File: src/rtl/l1_irq_pkg.sv
package l1_irq_pkg;

  localparam int unsigned LINES_PER_WORD = 32;

  typedef enum logic [1:0] {
    REG_NONE   = 2'd0,
    REG_ENABLE = 2'd1,
    REG_STATUS = 2'd2
  } reg_kind_e;

  // Lowest line number carried by register word w (big-endian word order).
  function automatic int unsigned line_base(int unsigned w, int unsigned n_words);
    return (n_words - 1 - w) * LINES_PER_WORD;
  endfunction

  // Number of 32-bit registers in one CPU bank.
  function automatic int unsigned bank_words(int unsigned n_words);
    return 2 * n_words;
  endfunction

endpackage

File: src/rtl/l1_irq_decode.sv
module l1_irq_decode
  import l1_irq_pkg::*;
#(
  parameter int unsigned N_CPUS  = 2,
  parameter int unsigned N_WORDS = 4,
  parameter int unsigned ADDR_W  = 8,
  localparam int unsigned CPU_W  = (N_CPUS  > 1) ? $clog2(N_CPUS)  : 1,
  localparam int unsigned WORD_W = (N_WORDS > 1) ? $clog2(N_WORDS) : 1
) (
  input  logic [ADDR_W-1:0] addr,
  output reg_kind_e         kind,
  output logic [CPU_W-1:0]  cpu_sel,
  output logic [WORD_W-1:0] word_sel
);

  localparam int unsigned BANK_W = bank_words(N_WORDS);

  int unsigned widx;
  int unsigned bank;
  int unsigned slot;

  always_comb begin
    widx     = 32'(addr[ADDR_W-1:2]);
    bank     = widx / BANK_W;
    slot     = widx % BANK_W;
    kind     = REG_NONE;
    cpu_sel  = '0;
    word_sel = '0;
    if (addr[1:0] == 2'b00 && bank < N_CPUS) begin
      cpu_sel = CPU_W'(bank);
      if (slot < N_WORDS) begin
        kind     = REG_ENABLE;
        word_sel = WORD_W'(slot);
      end else begin
        kind     = REG_STATUS;
        word_sel = WORD_W'(slot - N_WORDS);
      end
    end
  end

endmodule

File: src/rtl/l1_irq_bank.sv
module l1_irq_bank
  import l1_irq_pkg::*;
#(
  parameter int unsigned N_WORDS = 4,
  localparam int unsigned N_LINES = N_WORDS * LINES_PER_WORD,
  localparam int unsigned WORD_W  = (N_WORDS > 1) ? $clog2(N_WORDS) : 1
) (
  input  logic               clk,
  input  logic               rst_n,
  input  logic               wr_en,
  input  logic [WORD_W-1:0]  wr_word,
  input  logic [31:0]        wr_data,
  input  logic [N_LINES-1:0] irq_in,
  output logic [N_LINES-1:0] en_lines,
  output logic               pending_any,
  output logic               irq_out
);

  logic [31:0] en_q [N_WORDS];

  for (genvar w = 0; w < N_WORDS; w++) begin : g_word
    localparam int unsigned BASE = line_base(w, N_WORDS);
    always_ff @(posedge clk or negedge rst_n) begin
      if (!rst_n) begin
        en_q[w] <= '0;
      end else if (wr_en && wr_word == WORD_W'(w)) begin
        en_q[w] <= wr_data;
      end
    end
    assign en_lines[BASE +: LINES_PER_WORD] = en_q[w];
  end

  assign pending_any = |(irq_in & en_lines);

  always_ff @(posedge clk or negedge rst_n) begin
    if (!rst_n) irq_out <= 1'b0;
    else        irq_out <= pending_any;
  end

endmodule

File: src/rtl/l1_irq_agg.sv
module l1_irq_agg
  import l1_irq_pkg::*;
#(
  parameter int unsigned N_CPUS  = 2,
  parameter int unsigned N_WORDS = 4,
  parameter int unsigned ADDR_W  = 8,
  localparam int unsigned N_LINES = N_WORDS * LINES_PER_WORD
) (
  input  logic               clk,
  input  logic               rst_n,
  input  logic [N_LINES-1:0] irq_in,
  input  logic [ADDR_W-1:0]  bus_addr,
  input  logic               bus_we,
  input  logic [31:0]        bus_wdata,
  output logic [31:0]        bus_rdata,
  output logic [N_CPUS-1:0]  cpu_irq
);

  localparam int unsigned CPU_W  = (N_CPUS  > 1) ? $clog2(N_CPUS)  : 1;
  localparam int unsigned WORD_W = (N_WORDS > 1) ? $clog2(N_WORDS) : 1;
  localparam int unsigned LINE_W = $clog2(N_LINES);

  reg_kind_e          dec_kind;
  logic [CPU_W-1:0]   dec_cpu;
  logic [WORD_W-1:0]  dec_word;

  // Named events for the checker.
  logic                      dec_enable_hit;
  logic                      dec_status_hit;
  logic                      dec_miss;
  logic [N_CPUS-1:0]         bank_wr;
  logic [N_CPUS-1:0]         bank_pending;
  logic [N_CPUS*N_LINES-1:0] en_flat;
  logic [N_LINES-1:0]        en_all [N_CPUS];
  logic [LINE_W-1:0]         rd_base;

  l1_irq_decode #(
    .N_CPUS (N_CPUS),
    .N_WORDS(N_WORDS),
    .ADDR_W (ADDR_W)
  ) u_decode (
    .addr    (bus_addr),
    .kind    (dec_kind),
    .cpu_sel (dec_cpu),
    .word_sel(dec_word)
  );

  assign dec_enable_hit = (dec_kind == REG_ENABLE);
  assign dec_status_hit = (dec_kind == REG_STATUS);
  assign dec_miss       = (dec_kind == REG_NONE);

  for (genvar c = 0; c < N_CPUS; c++) begin : g_cpu
    assign bank_wr[c] = bus_we && dec_enable_hit && (dec_cpu == CPU_W'(c));

    l1_irq_bank #(
      .N_WORDS(N_WORDS)
    ) u_bank (
      .clk        (clk),
      .rst_n      (rst_n),
      .wr_en      (bank_wr[c]),
      .wr_word    (dec_word),
      .wr_data    (bus_wdata),
      .irq_in     (irq_in),
      .en_lines   (en_all[c]),
      .pending_any(bank_pending[c]),
      .irq_out    (cpu_irq[c])
    );

    assign en_flat[c*N_LINES +: N_LINES] = en_all[c];
  end

  assign rd_base = LINE_W'(line_base(32'(dec_word), N_WORDS));

  always_comb begin
    bus_rdata = '0;
    unique case (dec_kind)
      REG_ENABLE: bus_rdata = en_all[dec_cpu][rd_base +: LINES_PER_WORD];
      REG_STATUS: bus_rdata = irq_in[rd_base +: LINES_PER_WORD];
      default:    bus_rdata = '0;
    endcase
  end

endmodule

File: config.mk
export PLATFORM = sky130hd
export DESIGN_NAME = l1_irq_agg
export DESIGN_NICKNAME = d
export VERILOG_FILES = /design/src/rtl/l1_irq_pkg.sv /design/src/rtl/l1_irq_decode.sv /design/src/rtl/l1_irq_bank.sv /design/src/rtl/l1_irq_agg.sv
export SDC_FILE = /design/constraint.sdc
export NUM_CORES = 1
export LEC_CHECK = 0
export BUFFER_PORTS_ARGS = -buffer_cell sky130_fd_sc_hd__buf_2
export CAP_MARGIN = 30
export CORE_MARGIN = 10
export CORE_UTILIZATION = 31
export CTS_BUF_LIST = sky130_fd_sc_hd__clkbuf_4 sky130_fd_sc_hd__clkbuf_8
export DETAILED_ROUTE_END_ITERATION = 8
export PLACE_DENSITY = 0.47
export SETUP_SLACK_MARGIN = 0.1
export SLEW_MARGIN = 0
export SYNTH_ARGS = -nofsm -noshare
export SYNTH_HDL_FRONTEND = slang
export SYNTH_SLANG_ARGS = --single-unit
File: constraint.sdc
create_clock -name clk -period 2.2 [get_ports clk]
set_clock_uncertainty 0.05 [all_clocks]
set_input_delay 0.33 -clock clk [delete_from_list [all_inputs] [get_ports clk]]
set_output_delay 0.33 -clock clk [all_outputs]
set_load 0.03 [all_outputs]
* Yosys cells after proc, flatten, opt, wreduce, memory -nomap -nowiden
Cells that the tools add are included.
Storage, ports and cells: register bits after elaboration 258, latch bits 0, memory bits (writable) 0, memory bits (read-only) 0, word-level logic and storage cells 51, memories kept 0
Cells by class: add/subtract/negate cells 2, $mul 0, divide/modulo/power cells 0, $lt $le $gt $ge 3, equality and inequality tests 5, shift-type cells 2, multiplexer cells 9, bitwise gates (word level) 4, reduce and logical (&&, ||, !) cells 16
Operator list (number):
- 128-bit 2-to-1 mux | 3
- 128-bit AND | 2
- 128-bit OR reduction | 2
- 128-bit by 8-bit variable part select with 32-bit output | 2
- 32-bit one-hot mux with 2 select lines | 1
- 1-bit logical AND | 12
- 2-bit 2-to-1 mux | 4
- 2-bit equality test (second input constant) | 3
- 2-bit by 1-bit equality test with 1-bit output (second input constant) | 2
- 2-bit zero test | 2
- 3-bit by 2-bit less-than comparator with 1-bit output (second input constant) | 1
- 3-bit less-than comparator (second input constant) | 1
- 2-bit >= comparator (second input constant) | 1
- 1-bit inverter with 2-bit output | 1
- 2-bit by 1-bit subtractor with 2-bit output (second input constant) | 1
- 2-bit subtractor (first input constant) | 1
- 1-bit 2-to-1 mux | 1
- 1-bit inverter | 1

* Depth between registers and ports, before layout
word-level depth 9, mapped depth 9

* By module
From an unflattened synthesis, not the netlist that was laid out.
Second synthesis, totals: cells, all modules 976, area total of the unflattened synthesis 14232.4 um2
Modules (own cells, without submodules):
- l1_irq_bank | times used 2, cells an instance 351, area an instance 5393.9 um2, seq. area each 3228.1 um2
- l1_irq_agg | times used 1, cells an instance 268, area an instance 3399.5 um2, seq. area each 0.0 um2
- l1_irq_decode | times used 1, cells an instance 6, area an instance 45.0 um2, seq. area each 0.0 um2

* Least setup slack after synthesis
No wires, ideal clock.
kind input to output, start input bus_addr[4], end output bus_rdata[28], data arrival time 2.792 ns, data required time 1.820 ns, slack -0.972 ns, stages 5, cell sequence clkbuf_1 clkbuf_1 clkbuf_1 a2111oi_0 a2111oi_0
Between the ends: cells in the longest elaborated chain, start to end 6
Ends and longest elaborated chain:
- from (decl) | RTL line l1_irq_agg.sv:12 | input logic [ADDR_W-1:0] bus_addr,
- 3-bit less-than comparator (*) | RTL line l1_irq_decode.sv:31 | if (slot < N_WORDS) begin
- 2-bit 2-to-1 mux | RTL line l1_irq_decode.sv:31
- 2-bit 2-to-1 mux | RTL line l1_irq_decode.sv:29 | if (addr[1:0] == 2'b00 && bank < N_CPUS) begin
- 2-bit subtractor | RTL line l1_irq_pkg.sv:13 | return (n_words - 1 - w) * LINES_PER_WORD;
- 128-bit by 8-bit variable part select with 32-bit output (on tied branches) | RTL line l1_irq_agg.sv:78, l1_irq_agg.sv:77
- 32-bit one-hot mux with 2 select lines (*) | RTL line l1_irq_agg.sv:76 | unique case (dec_kind)
- to (decl) | RTL line l1_irq_agg.sv:15 | output logic [31:0] bus_rdata,
Every way passes the cells marked *; elsewhere a longest branch is shown, timed or not.

* Final worst setup path
start register g_cpu[0].u_bank.en_q (netlist bit g_cpu[0].u_bank.en_lines[81]), end output bus_rdata[17]
Between the ends: cells in the longest elaborated chain, start to end 5
Ends and longest elaborated chain:
- from (decl) | RTL line l1_irq_bank.sv:19 | logic [31:0] en_q [N_WORDS];
- from (signal, indexed assignment) | RTL line l1_irq_bank.sv:27 | en_q[w] <= wr_data;
- 128-bit 2-to-1 mux (implied by the code) (3 in series) | RTL line l1_irq_agg.sv:77 | REG_ENABLE: bus_rdata = en_all[dec_cpu][rd_base +: LINES_PER_WORD];
- 128-bit by 8-bit variable part select with 32-bit output | RTL line l1_irq_agg.sv:77
- 32-bit one-hot mux with 2 select lines | RTL line l1_irq_agg.sv:76
No other way between the ends. The select of a mux whose other input is x is not followed.

==> out/summary.txt <==
H-tree levels - 2
R2r worst-path depth - 5
Die X - 233.1 µm
Area Growth Syn to Fin - 41.42%
Clk buf depth - 3
CTS root buffer - clkbuf_8
DR iter-0 viols - 1874
Worst Setup Start Kind - flip-flop
DIE AREA - 0.05433 mm²
Setup CP Type - reg -> out
Die height - 233.1 µm
Req. time, crit path - 1820 ps
Worst R2R Setup Slack - 100 ps
First-pass GRT wire length - 110000 µm
R2r endpoint - g_cpu[1].u_bank.irq_out
Core ar. - 0.04509 mm²
# port buffers - 204
Worst path max stage delay - 600 ps
Data arrival, critical path - 2420 ps
CTS tree - built
Slowest cell on the critical path - a222oi_1
Netlist cell types - 37
Ys flop type - dfrtp_1
Worst hold start - bus_wdata[8]
Min-Delay Path Depth - 2
Max-Cap Viols - 0
Largest net degree at the start of global routing - 94
Max Freq - 356.8 MHz
Placer Congestion - 1.010
Syn Nets - 1354
Endpoints failing hold - 0
Setup tns final - -11160 ps
Via count - 13750
Non-filler cells, final - 2248
Remaining Overflow, GRT - 0
Starting density of the core - 31.22%
Status - finished, violations left
Flops & latches, synth - 258
CTS Sinks - 258
Clock transition at path regs - 60 ps
Crit path cell chain - mux2i_1 > a22o_1 > a222oi_1 > and3_4 > buf_6
Tmin final - 2803 ps
Power per Cell Area - 627.8 mW/mm²
Ranking of synthesized cells by area - dfrtp_1 46%, mux2_2 16%, mux2i_1 6.4%
Share of the synthesized area in the top cell type - 45.87%
Total track usage - 28.71%
Synth warn - 0
Post-synth EDFFs - 0
Post-DR vias/cell - 6.115
LEAKAGE - 9.617 nW
Cell taking the most area after synthesis - dfrtp_1
DR WL/cell - 35.39 µm
Initial antenna violation count - 2
Reg2reg start - g_cpu[1].u_bank.en_lines[4]
Maximum fanout along the worst path - 2
Diodes inserted - 0
Fin crit share - 127.4%
Post-synthesis sequential area ratio - 45.87%
Post-synthesis average cell area - 11.90 µm²
Maximum vdd drop - 0.0003332 V
Failing checks - setup timing
Final setup fails - 32
Total CTS buffers - 50
ANT nets after route - 0
RSZ-0062 raised after global routing - yes
Worst Setup Slack, final - -603.0 ps
Clk Latency, worst-skew pair - 660 ps
Final HPWL DP - 60180 µm
DRC viols - 0
Final WL - 79560 µm
Mapped Cells - 1183
Max-Slew Margin vs Limit - 61.31%
First-pass detailed-route iteration total - 9
Nets - 1782
Layout cells sized above 1 - 51.40%
Placed Instances - 2075
Number of global-route vias before repair - 13870
Io pins - 205
Max Slew Vio Count - 0
Worst slew pin tran - 580.4 ps
Async SR Flop Fraction - 100.0%
Synthesized cell area - 0.01408 mm²
Hold endpoint - g_cpu[0].u_bank.en_lines[40]
Worst Setup End Kind - output pin
Cell Rows - 78
Worst hold path type - in -> reg
-- cells in the final DEF, fill, tap and decap left out, types with 6 or more instances in the layout --
cell           synthesis  routed
mux2i_1               90      89
a22oi_1               42      42
buf_2                 31     168
nor2_1                16      13
a221oi_1              72      40
buf_4                  2     194
mux2_2               196     195
clkbuf_4               0      19
nor2b_1               31      31
a21oi_1               34      33
dlygate4sd3_1          0      21
nand4_1               19      19
and3_4                 0      28
nand2_1               70      51
a22o_1                71      68
a221oi_2               0      30
dfrtp_1              258     252
nand2_2                0      15
buf_6                  0      47
mux2_1                64      64
dfrtp_2                0       6
buf_12                 0      30
clkbuf_8               0      64
o211ai_1              33      33
a222oi_1              28      28
-- layer usage --
metal	GRT usage [%]	up-vias	wire length, µm	part of all wire [%]
li1	-	5557	-	-
met3	7.595	221	7676	9.6
met1	37.76	7087	33020	42
met4	13.02	4	4177	5.3
met2	43.40	878	34660	44
met5	0	-	21	0.026
-- critical path, delay by kind of cell (launching register included) --
family                 cells  cell delay (ps)
AOI/OAI and AO/OA          2              890
DFF                        1              370
and+or+nand+nor            1              290
buffers and inverters      1              130
muxes                      1              100
-- repair_timing --
action,4_1_cts,5_1_grt
endpoints found under the hold margin,345,0
hold buffers,21,0
buffers inserted,56,6
gates resized for setup,142,42
pin swaps,86,36
cloned,3,0
endpoints found under the setup margin,34,34
-- state kept, by name, indices dropped and copies added, names as in the netlist --
register and count:
g_cpu.u_bank.irq_out 2, g_cpu.u_bank.en_lines 256
-- synth_stat cells (6+ instances only) --
cell type,count
dfrtp_1,258
mux2_2,196
mux2i_1,90
a221oi_1,72
a22o_1,71
nand2_1,70
mux2_1,64
a22oi_1,42
clkbuf_1,39
a21oi_1,34
o211ai_1,33
buf_2,31
nor2b_1,31
and3_1,29
a222oi_1,28
nand4_1,19
nor2_1,16
buf_1,15
nand3_1,6
-- worst max-delay path by stage --
stage,slack (ps),from,to,cells after the start
global route,-600,g_cpu[0].u_bank.en_lines[90],bus_rdata[26],5
CTS,-550,g_cpu[0].u_bank.en_lines[81],bus_rdata[17],5
floorplan,-90,bus_addr[6],bus_rdata[10],6
detailed placement,-540,bus_addr[0],bus_rdata[16],10
global placement,-530,bus_addr[0],bus_rdata[16],10
finish,-600,g_cpu[0].u_bank.en_lines[81],bus_rdata[17],5
-- metrics by stage --
step | hold WS [ps] | instance area (µm²) | setup WS, ps | power (mW) | utilization [%]
after global placement | 121.6 | 17340 | -525.0 | 7.020 | 38.45
after detailed placement | 118.1 | 17340 | -538.0 | 7.023 | 38.45
after floorplan | -15.59 | 14290 | -88.99 | 5.841 | -
after global routing | 21.54 | 19910 | -601.9 | 12.84 | 44.15
final | 22.80 | 19910 | -603.0 | 12.50 | 44.15
after CTS | 4.178 | 19670 | -548.7 | 12.41 | 43.62
-- cells by family after synthesis --
group                  after synthesis  synth area share (%)
AO/OA/AOI/OAI                      293                 16.76
flip-flops                         258                 45.87
multiplexers                       352                 27.52
buffers and inverters               88                 2.675
AND/OR/NAND/NOR                    192                 7.182
-- layout make-up --
type / instances / area (µm²)
flip-flops and latches: 258 / 6464
multi-input cells: 837 / 7915
clock inverters: 6 / 37.54
well taps: 600 / 750.7
repair buffers: 463 / 3712
clock buffers: 83 / 1023
inverters: 1 / 3.754
fillers: 4380 / 25180
-- power breakdown --
group          internal (mW)  switching (mW)
registers               4.93           0.212
clock network           2.92            2.33
logic                  0.879            1.23
total                   8.73            3.77
No activity file was read; power rests on OpenSTA's default activity.
